[src/rtl/polEscPkg.sv]
package polEscPkg;

  typedef enum logic [2:0] {
    ST_IDLE,
    ST_READ,
    ST_SAVE,
    ST_WRITE,
    ST_DONE,
    ST_REBOOT
  } escState_e;

  // strobes from control to datapath
  typedef struct packed {
    logic loadReq;  // latch the popped request, clear word index
    logic rdEn;     // issue a policy read
    logic rdNext;   // read address is word index + 1
    logic decide;   // latch escalated access level from read data
    logic wrEn;     // write policy and backup word, advance index
  } escCtrl_t;

  localparam logic [1:0] ACC_RW   = 2'b11;
  localparam logic [1:0] ACC_RO   = 2'b01;
  localparam logic [1:0] ACC_QUAR = 2'b00;

  // bit 1 = write allowed, bit 0 = read allowed
  function automatic logic [1:0] escalateAcc(input logic [1:0] cur, input logic critical);
    if (critical || !cur[1]) return ACC_QUAR;
    return ACC_RO;
  endfunction

endpackage

[src/rtl/escReqFifo.sv]
module escReqFifo #(
  parameter int WIDTH = 3,
  parameter int DEPTH = 4
) (
  input  logic             clk,
  input  logic             rstN,
  input  logic             push,
  input  logic [WIDTH-1:0] pushData,
  input  logic             pop,
  output logic [WIDTH-1:0] popData,
  output logic             empty,
  output logic             full
);
  localparam int PTR_W = (DEPTH > 1) ? $clog2(DEPTH) : 1;
  localparam int CNT_W = $clog2(DEPTH + 1);

  logic [WIDTH-1:0] store [DEPTH];
  logic [PTR_W-1:0] wrPtr, rdPtr;
  logic [CNT_W-1:0] count;
  logic             doPush, doPop;

  assign empty   = (count == '0);
  assign full    = (count == CNT_W'(DEPTH));
  assign doPush  = push && !full;
  assign doPop   = pop && !empty;
  assign popData = store[rdPtr];

  function automatic logic [PTR_W-1:0] bump(input logic [PTR_W-1:0] p);
    return (p == PTR_W'(DEPTH - 1)) ? '0 : p + 1'b1;
  endfunction

  always_ff @(posedge clk) begin
    if (!rstN) begin
      wrPtr <= '0;
      rdPtr <= '0;
      count <= '0;
    end else begin
      if (doPush) begin
        store[wrPtr] <= pushData;
        wrPtr        <= bump(wrPtr);
      end
      if (doPop) rdPtr <= bump(rdPtr);
      if (doPush && !doPop)      count <= count + 1'b1;
      else if (doPop && !doPush) count <= count - 1'b1;
    end
  end

  // control never pops an empty queue
  assert_pop_nonempty_R9: assert property (@(posedge clk) disable iff (!rstN)
    pop |-> !empty);

endmodule

[src/rtl/escControl.sv]
module escControl
  import polEscPkg::*;
(
  input  logic     clk,
  input  logic     rstN,
  input  logic     fifoEmpty,
  input  logic     isQuar,
  input  logic     lastWord,
  output logic     fifoPop,
  output escCtrl_t ctrl,
  output logic     doneValid,
  output logic     rebootReq
);
  escState_e state, nextState;

  always_comb begin
    nextState = state;
    ctrl      = '0;
    fifoPop   = 1'b0;
    case (state)
      ST_IDLE: if (!fifoEmpty) begin
        fifoPop      = 1'b1;
        ctrl.loadReq = 1'b1;
        nextState    = ST_READ;
      end
      ST_READ: begin
        ctrl.rdEn = 1'b1;
        nextState = ST_SAVE;
      end
      ST_SAVE: begin
        if (isQuar) begin
          nextState = ST_REBOOT;
        end else begin
          ctrl.decide = 1'b1;
          ctrl.rdEn   = 1'b1;   // re-read word 0 for the write pass
          nextState   = ST_WRITE;
        end
      end
      ST_WRITE: begin
        ctrl.wrEn   = 1'b1;
        ctrl.rdEn   = !lastWord;
        ctrl.rdNext = 1'b1;
        if (lastWord) nextState = ST_DONE;
      end
      ST_DONE:   nextState = ST_IDLE;
      ST_REBOOT: nextState = ST_IDLE;
      default:   nextState = ST_IDLE;
    endcase
  end

  always_ff @(posedge clk) begin
    if (!rstN) state <= ST_IDLE;
    else       state <= nextState;
  end

  assign doneValid = (state == ST_DONE);
  assign rebootReq = (state == ST_REBOOT);

  // reboot only after word 0 showed quarantine, and only one cycle long
  assert_reboot_on_quar_R5: assert property (@(posedge clk) disable iff (!rstN)
    rebootReq |-> $past(isQuar));
  assert_reboot_pulse_R5: assert property (@(posedge clk) disable iff (!rstN)
    rebootReq |=> !rebootReq);
  // completion follows the write of the last word
  assert_done_after_last_R8: assert property (@(posedge clk) disable iff (!rstN)
    doneValid |-> $past(lastWord));

endmodule

[src/rtl/escDatapath.sv]
module escDatapath
  import polEscPkg::*;
#(
  parameter int FW_COUNT     = 4,
  parameter int WORDS_PER_FW = 3,
  parameter int DATA_W       = 32,
  parameter int FW_W         = 2,
  parameter int ADDR_W       = 4
) (
  input  logic              clk,
  input  logic              rstN,
  input  escCtrl_t          ctrl,
  input  logic [FW_W-1:0]   popFw,
  input  logic              popCrit,
  input  logic [DATA_W-1:0] polRdData,
  output logic              isQuar,
  output logic              lastWord,
  output logic              polRdEn,
  output logic [ADDR_W-1:0] polRdAddr,
  output logic              polWrEn,
  output logic [ADDR_W-1:0] polWrAddr,
  output logic [DATA_W-1:0] polWrData,
  output logic              bkWrEn,
  output logic [ADDR_W-1:0] bkWrAddr,
  output logic [DATA_W-1:0] bkWrData,
  output logic [FW_W-1:0]   curFwOut
);
  localparam int IDX_W = (WORDS_PER_FW > 1) ? $clog2(WORDS_PER_FW) : 1;

  logic [FW_W-1:0]   curFw;
  logic              curCrit;
  logic [IDX_W-1:0]  wordIdx;
  logic [1:0]        targetAcc;
  logic [ADDR_W-1:0] baseAddr;
  logic [ADDR_W-1:0] rdIdx;

  always_ff @(posedge clk) begin
    if (!rstN) begin
      curFw     <= '0;
      curCrit   <= 1'b0;
      wordIdx   <= '0;
      targetAcc <= ACC_QUAR;
    end else begin
      if (ctrl.loadReq) begin
        curFw   <= popFw;
        curCrit <= popCrit;
        wordIdx <= '0;
      end
      if (ctrl.decide) targetAcc <= escalateAcc(polRdData[1:0], curCrit);
      if (ctrl.wrEn && !lastWord) wordIdx <= wordIdx + 1'b1;
    end
  end

  assign baseAddr  = ADDR_W'(curFw) * ADDR_W'(WORDS_PER_FW);
  assign rdIdx     = ctrl.rdNext ? ADDR_W'(wordIdx) + 1'b1 : ADDR_W'(wordIdx);
  assign isQuar    = (polRdData[1:0] == ACC_QUAR);
  assign lastWord  = (wordIdx == IDX_W'(WORDS_PER_FW - 1));

  assign polRdEn   = ctrl.rdEn;
  assign polRdAddr = baseAddr + rdIdx;
  assign polWrEn   = ctrl.wrEn;
  assign polWrAddr = baseAddr + ADDR_W'(wordIdx);
  assign polWrData = {polRdData[DATA_W-1:2], targetAcc};
  assign bkWrEn    = ctrl.wrEn;
  assign bkWrAddr  = baseAddr + ADDR_W'(wordIdx);
  assign bkWrData  = polRdData;
  assign curFwOut  = curFw;

  // an escalated word never keeps write permission
  assert_no_write_perm_R3: assert property (@(posedge clk) disable iff (!rstN)
    polWrEn |-> !polWrData[1]);
  // word index stays inside the firewall's policy block
  assert_idx_bounded_R8: assert property (@(posedge clk) disable iff (!rstN)
    wordIdx <= IDX_W'(WORDS_PER_FW - 1));
  // writes land inside the policy memory
  assert_addr_in_range_R8: assert property (@(posedge clk) disable iff (!rstN)
    polWrEn |-> (int'(polWrAddr) < FW_COUNT * WORDS_PER_FW));

endmodule

[src/rtl/polEscalator.sv]
module polEscalator
  import polEscPkg::*;
#(
  parameter int FW_COUNT     = 4,
  parameter int WORDS_PER_FW = 3,
  parameter int DATA_W       = 32,
  parameter int FIFO_DEPTH   = 4,
  localparam int FW_W        = (FW_COUNT > 1) ? $clog2(FW_COUNT) : 1,
  localparam int ADDR_W      = (FW_COUNT * WORDS_PER_FW > 1) ? $clog2(FW_COUNT * WORDS_PER_FW) : 1
) (
  input  logic              clk,
  input  logic              rstN,
  input  logic              reqValid,
  input  logic [FW_W-1:0]   reqFw,
  input  logic              reqCritical,
  output logic              reqReady,
  output logic              polRdEn,
  output logic [ADDR_W-1:0] polRdAddr,
  input  logic [DATA_W-1:0] polRdData,
  output logic              polWrEn,
  output logic [ADDR_W-1:0] polWrAddr,
  output logic [DATA_W-1:0] polWrData,
  output logic              bkWrEn,
  output logic [ADDR_W-1:0] bkWrAddr,
  output logic [DATA_W-1:0] bkWrData,
  output logic              doneValid,
  output logic [FW_W-1:0]   doneFw,
  output logic              rebootReq
);
  escCtrl_t        ctrl;
  logic            fifoEmpty, fifoFull, fifoPop;
  logic [FW_W:0]   popEntry;
  logic            isQuar, lastWord;

  escReqFifo #(.WIDTH(FW_W + 1), .DEPTH(FIFO_DEPTH)) uFifo (
    .clk      (clk),
    .rstN     (rstN),
    .push     (reqValid),
    .pushData ({reqFw, reqCritical}),
    .pop      (fifoPop),
    .popData  (popEntry),
    .empty    (fifoEmpty),
    .full     (fifoFull)
  );

  assign reqReady = !fifoFull;

  escControl uCtrl (
    .clk       (clk),
    .rstN      (rstN),
    .fifoEmpty (fifoEmpty),
    .isQuar    (isQuar),
    .lastWord  (lastWord),
    .fifoPop   (fifoPop),
    .ctrl      (ctrl),
    .doneValid (doneValid),
    .rebootReq (rebootReq)
  );

  escDatapath #(
    .FW_COUNT(FW_COUNT), .WORDS_PER_FW(WORDS_PER_FW), .DATA_W(DATA_W),
    .FW_W(FW_W), .ADDR_W(ADDR_W)
  ) uDp (
    .clk       (clk),
    .rstN      (rstN),
    .ctrl      (ctrl),
    .popFw     (popEntry[FW_W:1]),
    .popCrit   (popEntry[0]),
    .polRdData (polRdData),
    .isQuar    (isQuar),
    .lastWord  (lastWord),
    .polRdEn   (polRdEn),
    .polRdAddr (polRdAddr),
    .polWrEn   (polWrEn),
    .polWrAddr (polWrAddr),
    .polWrData (polWrData),
    .bkWrEn    (bkWrEn),
    .bkWrAddr  (bkWrAddr),
    .bkWrData  (bkWrData),
    .curFwOut  (doneFw)
  );

  // a reboot request never coincides with a policy write
  assert_reboot_no_write_R5: assert property (@(posedge clk) disable iff (!rstN)
    rebootReq |-> !polWrEn && !bkWrEn);
  // each policy write is paired with a backup write to the same address
  assert_backup_paired_R7: assert property (@(posedge clk) disable iff (!rstN)
    polWrEn |-> bkWrEn && (bkWrAddr == polWrAddr));

endmodule

[config.mk]
export PLATFORM = sky130hd
export DESIGN_NAME = polEscalator
export DESIGN_NICKNAME = d
export VERILOG_FILES = /design/src/rtl/polEscPkg.sv /design/src/rtl/escReqFifo.sv /design/src/rtl/escControl.sv /design/src/rtl/escDatapath.sv /design/src/rtl/polEscalator.sv
export SDC_FILE = /design/constraint.sdc
export NUM_CORES = 1
export LEC_CHECK = 0
export ABC_CLOCK_PERIOD_IN_PS = 7480
export BUFFER_PORTS_ARGS = -buffer_cell sky130_fd_sc_hd__buf_2
export CORE_MARGIN = 10
export CORE_UTILIZATION = 45
export DETAILED_ROUTE_END_ITERATION = 12
export PLACE_DENSITY = 0.82
export SLEW_MARGIN = 10
export SYNTH_ARGS = -nofsm -noshare
export SYNTH_HDL_FRONTEND = slang
export SYNTH_SLANG_ARGS = --single-unit
[constraint.sdc]
create_clock -name clk -period 7.48 [get_ports clk]
set_clock_uncertainty 0.2 [all_clocks]
set_input_delay 0.374 -clock clk [delete_from_list [all_inputs] [get_ports clk]]
set_output_delay 0.374 -clock clk [all_outputs]
set_load 0.005 [all_outputs]
======== After elaboration in Yosys (flattened, before gate mapping) ========
Memories as Yosys holds them, arrays and structs flattened. A register that Yosys moved wholly into a read port is not among the register bits.
Cells that the tools add are included.
word-level totals
  logic and storage cells ................. 71
  flip-flop bits (word level) ............. 14
  memories kept ........................... 1
  input port bits ......................... 38
  bits in writable memories ............... 12
operators by class
  muxes and demuxes ....................... 25
  add/subtract/negate cells ............... 8
  $mul .................................... 1
  eq/ne operators ......................... 11
  reductions and logical operators ........ 19
memories
  name         depth  width  rd ports  clocked after Yosys merged registers in  write ports  line              text
  uFifo.store  4      3      1         1                                        1            escReqFifo.sv:17  logic [WIDTH-1:0] store [DEPTH];
operators by type and width
  kind                                                   count
  two-way mux 3 bit                                      5
  two-way mux 2 bit                                      6
  one-hot mux 3 bit (4 select lines)                     1
  two-way mux 1 bit                                      11
  equality test 3 bit, second input constant             3
  logical NOT 1 bit                                      7
  adder 2 x 1 -> 2 bit, second input constant            3
  equality test 2 bit, second input constant             3
  equality test 3 x 2 -> 1 bit, second input constant    2
  logical NOT 3 bit                                      2
  logical AND 1 bit                                      5
  adder 4 x 2 -> 4 bit                                   1
  adder 4 bit                                            1
  multiplier 2 x 2 -> 4 bit, second input constant       1
  two-way mux 4 bit                                      1
  nonzero test 2 bit                                     2
  adder 2 x 1 -> 3 bit, second input constant            1
  adder 3 x 1 -> 3 bit, second input constant            1
  equality test 3 x 1 -> 1 bit, second input constant    1
  one-hot mux 1 bit (3 select lines)                     1
  subtractor 3 x 1 -> 3 bit, second input constant       1
  logical NOT 2 bit                                      1
  inequality test 2 x 1 -> 1 bit, second input constant  1
  inequality test 2 bit, second input constant           1
  other kinds (2)                                        2

======== Longest topological paths before layout ========
Gate-level depths: netlist of run 1.
  depth in word-level cells ............... 7
  gate-level depth with buffers ........... 10

======== By module ========
Synthesis of run 1 repeated with hierarchy kept, for this count alone.
second synthesis, totals
  cells, all modules ...................... 216
  area, all modules ....................... 2,189.6 um2
by module, submodules not included
  module        area an instance (um2)  times used  cells each
  escDatapath   1,056.0                 1           125
  escReqFifo    913.4                   1           65
  escControl    216.5                   1           25
  polEscalator  3.8                     1           1

======== Least setup slack after synthesis of run 1 ========
No wires, ideal clock.
  path kind ............................... reg-to-reg
  start ................................... reg uFifo.count[1]
  end ..................................... reg uFifo.count[2]
  arrival ................................. 2.077 ns
  slack ................................... 5.133 ns
  library setup time ...................... 0.071 ns
  required time ........................... 7.209 ns
  clock period less this slack ............ 2.347 ns
  stages on the path, launching flop included .. 10
  path buffers ............................ 0
  path through ............................ dfxtp_1 > nor3_1 > nor2_1 > inv_1 > ha_1 > inv_1 > fa_1 > xor2_1 > or3_1 > a21oi_1
between the ends
  longest elaborated chain between the ends .. 7
ends and longest elaborated chain
  what                                                     line              text
  start: declaration                                       escReqFifo.sv:19  logic [CNT_W-1:0] count;
  start signal: assignment                                 escReqFifo.sv:43  if (doPush && !doPop) count <= count + 1'b1;
  start signal: assignment                                 escReqFifo.sv:44  else if (doPop && !doPush) count <= count - 1'b1;
  logical NOT 3 bit                                        escReqFifo.sv:22  assign empty = (count == '0);
  two-way mux 1 bit                                        escControl.sv:21  ST_IDLE: if (!fifoEmpty) begin
  two-way mux 1 bit                                        escControl.sv:20  case (state)
  logical AND 1 bit                                        escReqFifo.sv:25  assign doPop = pop && !empty;
  logical NOT 1 bit                                        escReqFifo.sv:43
  logical AND 1 bit                                        escReqFifo.sv:43
  two-way mux 3 bit or nonzero test 2 bit (tied branches)  --
Parallel ways exist; a longest one is shown, timed or not. The select of a mux whose other input is x is not followed.
A chain may end at the register's enable or synchronous reset.

======== Final worst setup path of run 1 ========
  start ................................... reg uCtrl.state[0]
  end ..................................... out polRdAddr[3]
between the ends
  longest elaborated chain between the ends .. 4
ends and longest elaborated chain
  what                          line                text
  start: declaration            escControl.sv:14    escState_e state, nextState;
  start signal: assignment      escControl.sv:53    else state <= nextState;
  equality test 3 x 2 -> 1 bit  escControl.sv:20
  two-way mux 1 bit             escControl.sv:20
  two-way mux 4 bit             escDatapath.sv:55   assign rdIdx = ctrl.rdNext ? ADDR_W'(wordIdx) + 1'b1 : ADDR_W'(wordIdx);
  adder 4 bit                   escDatapath.sv:60   assign polRdAddr = baseAddr + rdIdx;
  end: declaration              polEscalator.sv:18  output logic [ADDR_W-1:0] polRdAddr,
No other way between the ends.

==> results of run 1 <==
-- area by class of cell --
type / instances / area (um^2) / area share
multi-input combinational: 100 / 810 / 0.449
clock buffer: 3 / 41.3 / 0.0229
inverter: 14 / 52.6 / 0.0291
timing repair buffer: 30 / 150 / 0.0833
clock inverter: 1 / 3.75 / 0.00208
tap: 52 / 65.1 / 0.0361
sequential: 28 / 681 / 0.378
-- routing by layer --
layer  wire, um  vias up
met1       1390      532
met5          0        -
li1           -      585
met4         14        0
met2       1480       32
met3        337        4
-- worst max path at each step --
| stage | endpoint | slack [ps] | cells past startpoint |
|---|---|---|---|
| detailed placement | uFifo.count[2] | 4930 | 9 |
| CTS | polRdAddr[3] | 4690 | 8 |
| global route | polRdAddr[3] | 4460 | 8 |
| global placement | uFifo.count[2] | 5000 | 9 |
| floorplan | uFifo.count[2] | 5130 | 9 |
| finish | polRdAddr[3] | 4700 | 8 |
-- cell families after synthesis --
group                    share of synthesized area
XOR/XNOR                                    0.0295
flip-flops                                   0.327
AO/OA/AOI/OAI                               0.0866
multiplexers                                0.0373
adder cells (fa/ha/maj)                      0.119
AND/OR/NAND/NOR                              0.115
other                                      0.00180
buffers and inverters                        0.283
-- flip-flops by register name, summed over array words and instances (netlist names) --
register / cells
uDp.curFwOut: 2
uDp.targetAcc: 1
uDp.curCrit: 1
uFifo.rdPtr: 2
uFifo.wrPtr: 2
uFifo.store: 12
uDp.wordIdx: 2
uCtrl.state: 3
uFifo.count: 3
-- where the power goes --
part / total [mW] / switching [mW] / internal, mW / leakage [nW]
clock network: 0.0805 / 0.0437 / 0.0368 / 0.0231
registers: 0.227 / 0.0406 / 0.187 / 0.240
logic: 0.249 / 0.127 / 0.122 / 0.563
total: 0.557 / 0.211 / 0.346 / 0.826
-- cell usage after synthesis (4+ instances only) --
| cell | number |
|---|---|
| a21oi_1 | 10 |
| nor2_1 | 7 |
| nand3_1 | 6 |
| nor3_1 | 4 |
| nand2_1 | 4 |
| and3_1 | 6 |
| edfxtp_1 | 12 |
| ha_1 | 15 |
| xnor2_1 | 4 |
| dfxtp_1 | 16 |
| buf_4 | 68 |
| inv_1 | 14 |
| o21ai_0 | 8 |
==> results.sh, run 1 <==
export IMPL_design_power_total_mw=0.557
export IMPL_synth_fp_nets=271
export IMPL_antenna_cells=0
export IMPL_min_to="uFifo.store[2][2]"
export IMPL_rsz0062_at_grt="false"
export IMPL_fin_crit_ps=2780
export IMPL_die_area_um2=7740
export IMPL_slew_violations=0
export IMPL_grt_pass1_wl_um=5300
export IMPL_synth_top_area_share=0.245
export IMPL_slowest_stage="dfxtp_1"
export IMPL_core_rowCount=24
export IMPL_p_per_area_nw_per_um2=309
export IMPL_drc=0
export IMPL_fin_tns_setup_ps=0
export IMPL_whs_path_depth=1
export IMPL_cts_sinks=28
export IMPL_overflow=0
export IMPL_worstSetupEndpointType="output pin"
export IMPL_cts_tree="done"
export IMPL_grt_use_met1=0.0893
export IMPL_clock_path_buffers=2
export IMPL_path_buf_inv=1
export IMPL_placed_cell_area_um2=1760
export IMPL_antenna_found_initial=0
export IMPL_cts_setup_buffers=0
export IMPL_htreeDepth=1
export IMPL_hold_path_class="input port to flop"
export IMPL_crit_required_ps=6910
export IMPL_hold_slack_ps=122
export IMPL_pre_cts_slack_ps=4930
export IMPL_cts_resized_gates=0
export IMPL_cpPeakStageDelay_ps=550
export IMPL_die_h_um=88.0
export IMPL_mostFrequentLayoutCells="buf_2, dfxtp_1, ha_1"
export IMPL_wire_per_inst_um=14.1
export IMPL_fin_ws_ps=4700
export IMPL_clock_latency_ps=270
export IMPL_yosysWarningCount=0
export IMPL_reg2regPathDepth=9
export IMPL_vias_per_cell=5.06
export IMPL_drive_gt1_frac=0.239
export IMPL_crit_path_start_kind="flop"
export IMPL_r2r_slack_ps=4890
export IMPL_io_buffers=30
export IMPL_syn_avg_cell_area_um2=9.67
export IMPL_worstSetupPathType="flop to output pin"
export IMPL_area_delta_synth_final_pct=-13.3
export IMPL_arrival_ps=2210
export IMPL_hold_viol=0
export IMPL_finalWirelength_um=3220
export IMPL_outcome="finished, final reports clean"
export IMPL_clkTransAtPathRegs_ps=90
export IMPL_grt_use_total=0.0814
export IMPL_vias=1153
export IMPL_timing_rr_start="uFifo.count[1]"
export IMPL_first_pass_iters=4
export IMPL_cp_max_fo=13
export IMPL_final_core_util=0.408
export IMPL_num_io_pins=122
export IMPL_leakage_nw=0.826
export IMPL_place_hpwl_um=2590
export IMPL_setup_viol=0
export IMPL_synthCells=215
export IMPL_nNetsFinal=233
export IMPL_fin_cells=228
export IMPL_crit_chain="nand3b_1 > nand2_1 > o21ai_0 > ha_1 > a21o_1 > a21oi_1 > xnor2_1 > buf_2"
export IMPL_drtIter0Drc=73
export IMPL_grt_pass1_vias=1169
export IMPL_postRouteAntennaNets=0
export IMPL_synth_edf_count=12
export IMPL_final_common_cell="buf_2"
export IMPL_synth_cell_types=40
export IMPL_grt_met3_usage=0.0390
export IMPL_syn_area_um2=2080
export IMPL_final_area_um2=1800
export IMPL_min_from="reqFw[1]"
export IMPL_cp_top_family="flip-flops"
export IMPL_slew_headroom=0.581
export IMPL_grt_max_degree=16
export IMPL_cts_root_buf="clkbuf_8"
export IMPL_ys_ff_latch=28
export IMPL_min_period_over_period=0.372
export IMPL_place_inst=224
export IMPL_worstMarginPinSlew_ps=623
export IMPL_startpoint="uCtrl.state[0]"
export IMPL_cts_buffers=3
export IMPL_synthTopCellsByArea="buf_4, edfxtp_1, dfxtp_1, ha_1, mux4_2"
export IMPL_dieWidth_um=88.0
export IMPL_fmax_mhz=360
export IMPL_ys_flop_type="dfxtp_1"
export IMPL_core_area_um2=4410
export IMPL_r2r_end="uFifo.count[2]"
export IMPL_yosysTopAreaCell="buf_4"
export IMPL_max_cap_viol_count=0
export IMPL_start_util=0.471
export IMPL_async_flop_share=0
export IMPL_num_fill_cells=436
export IMPL_place_congestion=0.794
export IMPL_ys_seq_area_frac=0.327
export IMPL_peakVddDrop_mv=0.167
export IMPL_busiest_layer="met2"
export IMPL_gr_usage_met2=0.138
export IMPL_ctsHoldBuffers=0
Power figures use the tool's default switching activity.
==> run 2: changes to the inputs <==
--- a/config.mk
+++ b/config.mk
@@ -5,12 +5,12 @@
 export SDC_FILE = /design/constraint.sdc
 export NUM_CORES = 1
 export LEC_CHECK = 0
-export ABC_CLOCK_PERIOD_IN_PS = 7480
+export ABC_CLOCK_PERIOD_IN_PS = 2450
 export BUFFER_PORTS_ARGS = -buffer_cell sky130_fd_sc_hd__buf_2
 export CORE_MARGIN = 10
-export CORE_UTILIZATION = 45
+export CORE_UTILIZATION = 40
 export DETAILED_ROUTE_END_ITERATION = 12
-export PLACE_DENSITY = 0.82
+export PLACE_DENSITY = 0.77
 export SLEW_MARGIN = 10
 export SYNTH_ARGS = -nofsm -noshare
 export SYNTH_HDL_FRONTEND = slang
==> constraint.sdc (replaced) <==
create_clock -name clk -period 2.45 [get_ports clk]
set_clock_uncertainty 0.2 [all_clocks]
set_input_delay 0.1225 -clock clk [delete_from_list [all_inputs] [get_ports clk]]
set_output_delay 0.1225 -clock clk [all_outputs]
set_load 0.005 [all_outputs]
==> run 2 against run 1 <==
Largest power group unchanged. Critical path depth shrank 1. Hold slack lost 120 ps. Die area grew 9.6%. Sequential cell count is the same. Utilization shrank 1.3 points. Register-to-register slack lost 4700 ps. Via count grew 4.7%. Setup slack lost 4600 ps. Sequential share of layout area shrank 3.1 points. Global-route usage shrank 0.50 points. The run now ends with negative hold slack left. Wire length grew 2.8%.
==> results.sh, run 2 (synthesis gave the netlist of run 1 again) <==
export IMPL_placed_cell_area_um2=1820
export IMPL_worstMarginPinSlew_ps=521
export IMPL_final_core_util=0.395
export IMPL_rsz0062_at_grt="true"
export IMPL_die_h_um=92.1
export IMPL_vias_per_cell=4.66
export IMPL_io_buffers=30
export IMPL_hold_viol=1
export IMPL_p_sw_mw=0.683
export IMPL_fin_ws_ps=87.2
export IMPL_clock_latency_ps=270
export IMPL_fin_tns_setup_ps=0
export IMPL_cts_tree="done"
export IMPL_drc=0
export IMPL_core_area_um2=5070
export IMPL_max_cap_viol_count=0
export IMPL_clkTransAtPathRegs_ps=90
export IMPL_hold_path_class="input port to flop"
export IMPL_design_power_total_mw=1.85
export IMPL_fin_crit_ps=2360
export IMPL_power_frac_comb=0.490
export IMPL_area_delta_synth_final_pct=-3.55
export IMPL_setup_viol=0
export IMPL_num_io_pins=122
export IMPL_first_pass_iters=2
export IMPL_cp_max_fo=6
export IMPL_cts_root_buf="clkbuf_8"
export IMPL_vias=1207
export IMPL_grt_use_total=0.0765
export IMPL_outcome="finished with violations"
export IMPL_antenna_found_initial=0
export IMPL_peakVddDrop_mv=0.349
export IMPL_dieWidth_um=92.1
export IMPL_nNetsFinal=246
export IMPL_p_per_area_nw_per_um2=923
export IMPL_mostFrequentLayoutCells="buf_2, ha_1, edfxtp_1"
export IMPL_p_int_mw=1.17
export IMPL_start_util=0.410
export IMPL_die_area_um2=8480
export IMPL_finalWirelength_um=3310
export IMPL_num_fill_cells=515
export IMPL_htreeDepth=1
export IMPL_cts_sinks=28
export IMPL_seq_power_share=0.374
export IMPL_cts_buffers=3
export IMPL_slowest_stage="fa_2"
export IMPL_wire_per_inst_um=12.8
export IMPL_overflow=0
export IMPL_clock_path_buffers=2
export IMPL_postRouteAntennaNets=0
export IMPL_crit_top_cell="inv_2"
export IMPL_fmax_mhz=423
export IMPL_worstSetupEndpointType="output pin"
export IMPL_place_hpwl_um=2630
export IMPL_antenna_cells=0
export IMPL_grt_pass1_vias=1250
export IMPL_final_area_um2=2010
export IMPL_largest_register_ffs=12
export IMPL_final_common_cell="buf_2"
export IMPL_violations="negative hold slack"
export IMPL_core_rowCount=26
export IMPL_drive_gt1_frac=0.360
export IMPL_clock_power_share=0.136
export IMPL_crit_chain="nand3b_1 > xnor2_1 > ha_2 > inv_2 > fa_2 > inv_2 > buf_6"
export IMPL_slew_headroom=0.650
export IMPL_reg_largest_list="uFifo.store (12), uCtrl.state (3), uFifo.count (3)"
export IMPL_arrival_ps=2040
export IMPL_slew_violations=0
export IMPL_grt_max_degree=16
export IMPL_place_congestion=0.791
export IMPL_sw_frac_of_total=0.369
export IMPL_min_period_over_period=0.964
export IMPL_place_inst=247
export IMPL_drtIter0Drc=37
export IMPL_largest_register="uFifo.store"
export IMPL_grt_pass1_wl_um=5660
export IMPL_cpPeakStageDelay_ps=520
export IMPL_crit_path_start_kind="flop"
export IMPL_crit_required_ps=2130
export IMPL_fin_cells=259
export IMPL_hold_slack_ps=-1.54
export IMPL_leakage_nw=0.892
export IMPL_worstSetupPathType="flop to output pin"
export IMPL_pre_cts_slack_ps=95.5
## run 2: cell types whose count changed in the layout (fill, tap and decap cells not counted), moves of 2 or more
| cell | before | now |
|---|---|---|
| inv_2 | 0 | 3 |
| ha_4 | 0 | 2 |
| dfxtp_1 | 16 | 8 |
| inv_1 | 14 | 11 |
| buf_4 | 0 | 7 |
| dfxtp_2 | 0 | 6 |
| dlygate4sd3_1 | 0 | 6 |
| ha_1 | 15 | 12 |
| dfxtp_4 | 0 | 2 |
## run 2: cell type report
class / count / area, um^2 / share of cell area
clock buffers: 4 / 45.0 / 0.0225
inverters: 14 / 52.6 / 0.0262
multi-input cells: 100 / 856 / 0.427
flip-flops and latches: 28 / 696 / 0.347
well taps: 70 / 87.6 / 0.0437
repair buffers: 43 / 269 / 0.134
## run 2: timing repair
item | in CTS | in global routing
endpoints found under the setup margin | 1 | 4
cloned | 0 | 0
buffers inserted | 0 | 2
gates resized for setup | 2 | 21
hold endpoints to repair | 16 | 0
pin swaps | 0 | 4
hold buffers | 6 | 0
## run 2: final timing paths
check / from / end / slack, ps / depth (start not counted)
worst min-delay path: polRdData[0] / uCtrl.state[2] / -2 / 4
worst max-delay path: uCtrl.state[2] / polRdAddr[1] / 90 / 7
worst max register to register: uCtrl.state[2] / uFifo.count[2] / 170 / 9
worst min register to register: uDp.curCrit / uDp.curCrit / 300 / 2
## run 2: layer usage
| layer | wire length, um | global-route usage | share of wire | up-vias |
|---|---|---|---|---|
| met3 | 314 | 0.0399 | 0.095 | 4 |
| met1 | 1450 | 0.0833 | 0.44 | 559 |
| met5 | 0 | 0 | 0 | - |
| li1 | - | - | - | 611 |
| met2 | 1530 | 0.128 | 0.46 | 33 |
| met4 | 19 | 0.0193 | 0.0057 | 0 |
## run 2: power by group through the flow
| stage | clock, mW | sequential (mW) | combinational, mW |
|---|---|---|---|
| after floorplan | 0 | 0.655 | 0.698 |
| after global placement | 0 | 0.683 | 0.817 |
| after detailed placement | 0 | 0.689 | 0.831 |
| after CTS | 0.258 | 0.681 | 0.848 |
| after global routing | 0.282 | 0.713 | 1.03 |
| final | 0.251 | 0.693 | 0.906 |
## run 2: critical path, delay by kind of cell (launching register included)
family,cells,cell delay [ps]
XOR/XNOR,1,240
AND/OR/NAND/NOR,1,250
adder cells (fa/ha/maj),2,730
buffers and inverters,3,180
flip-flops,1,370
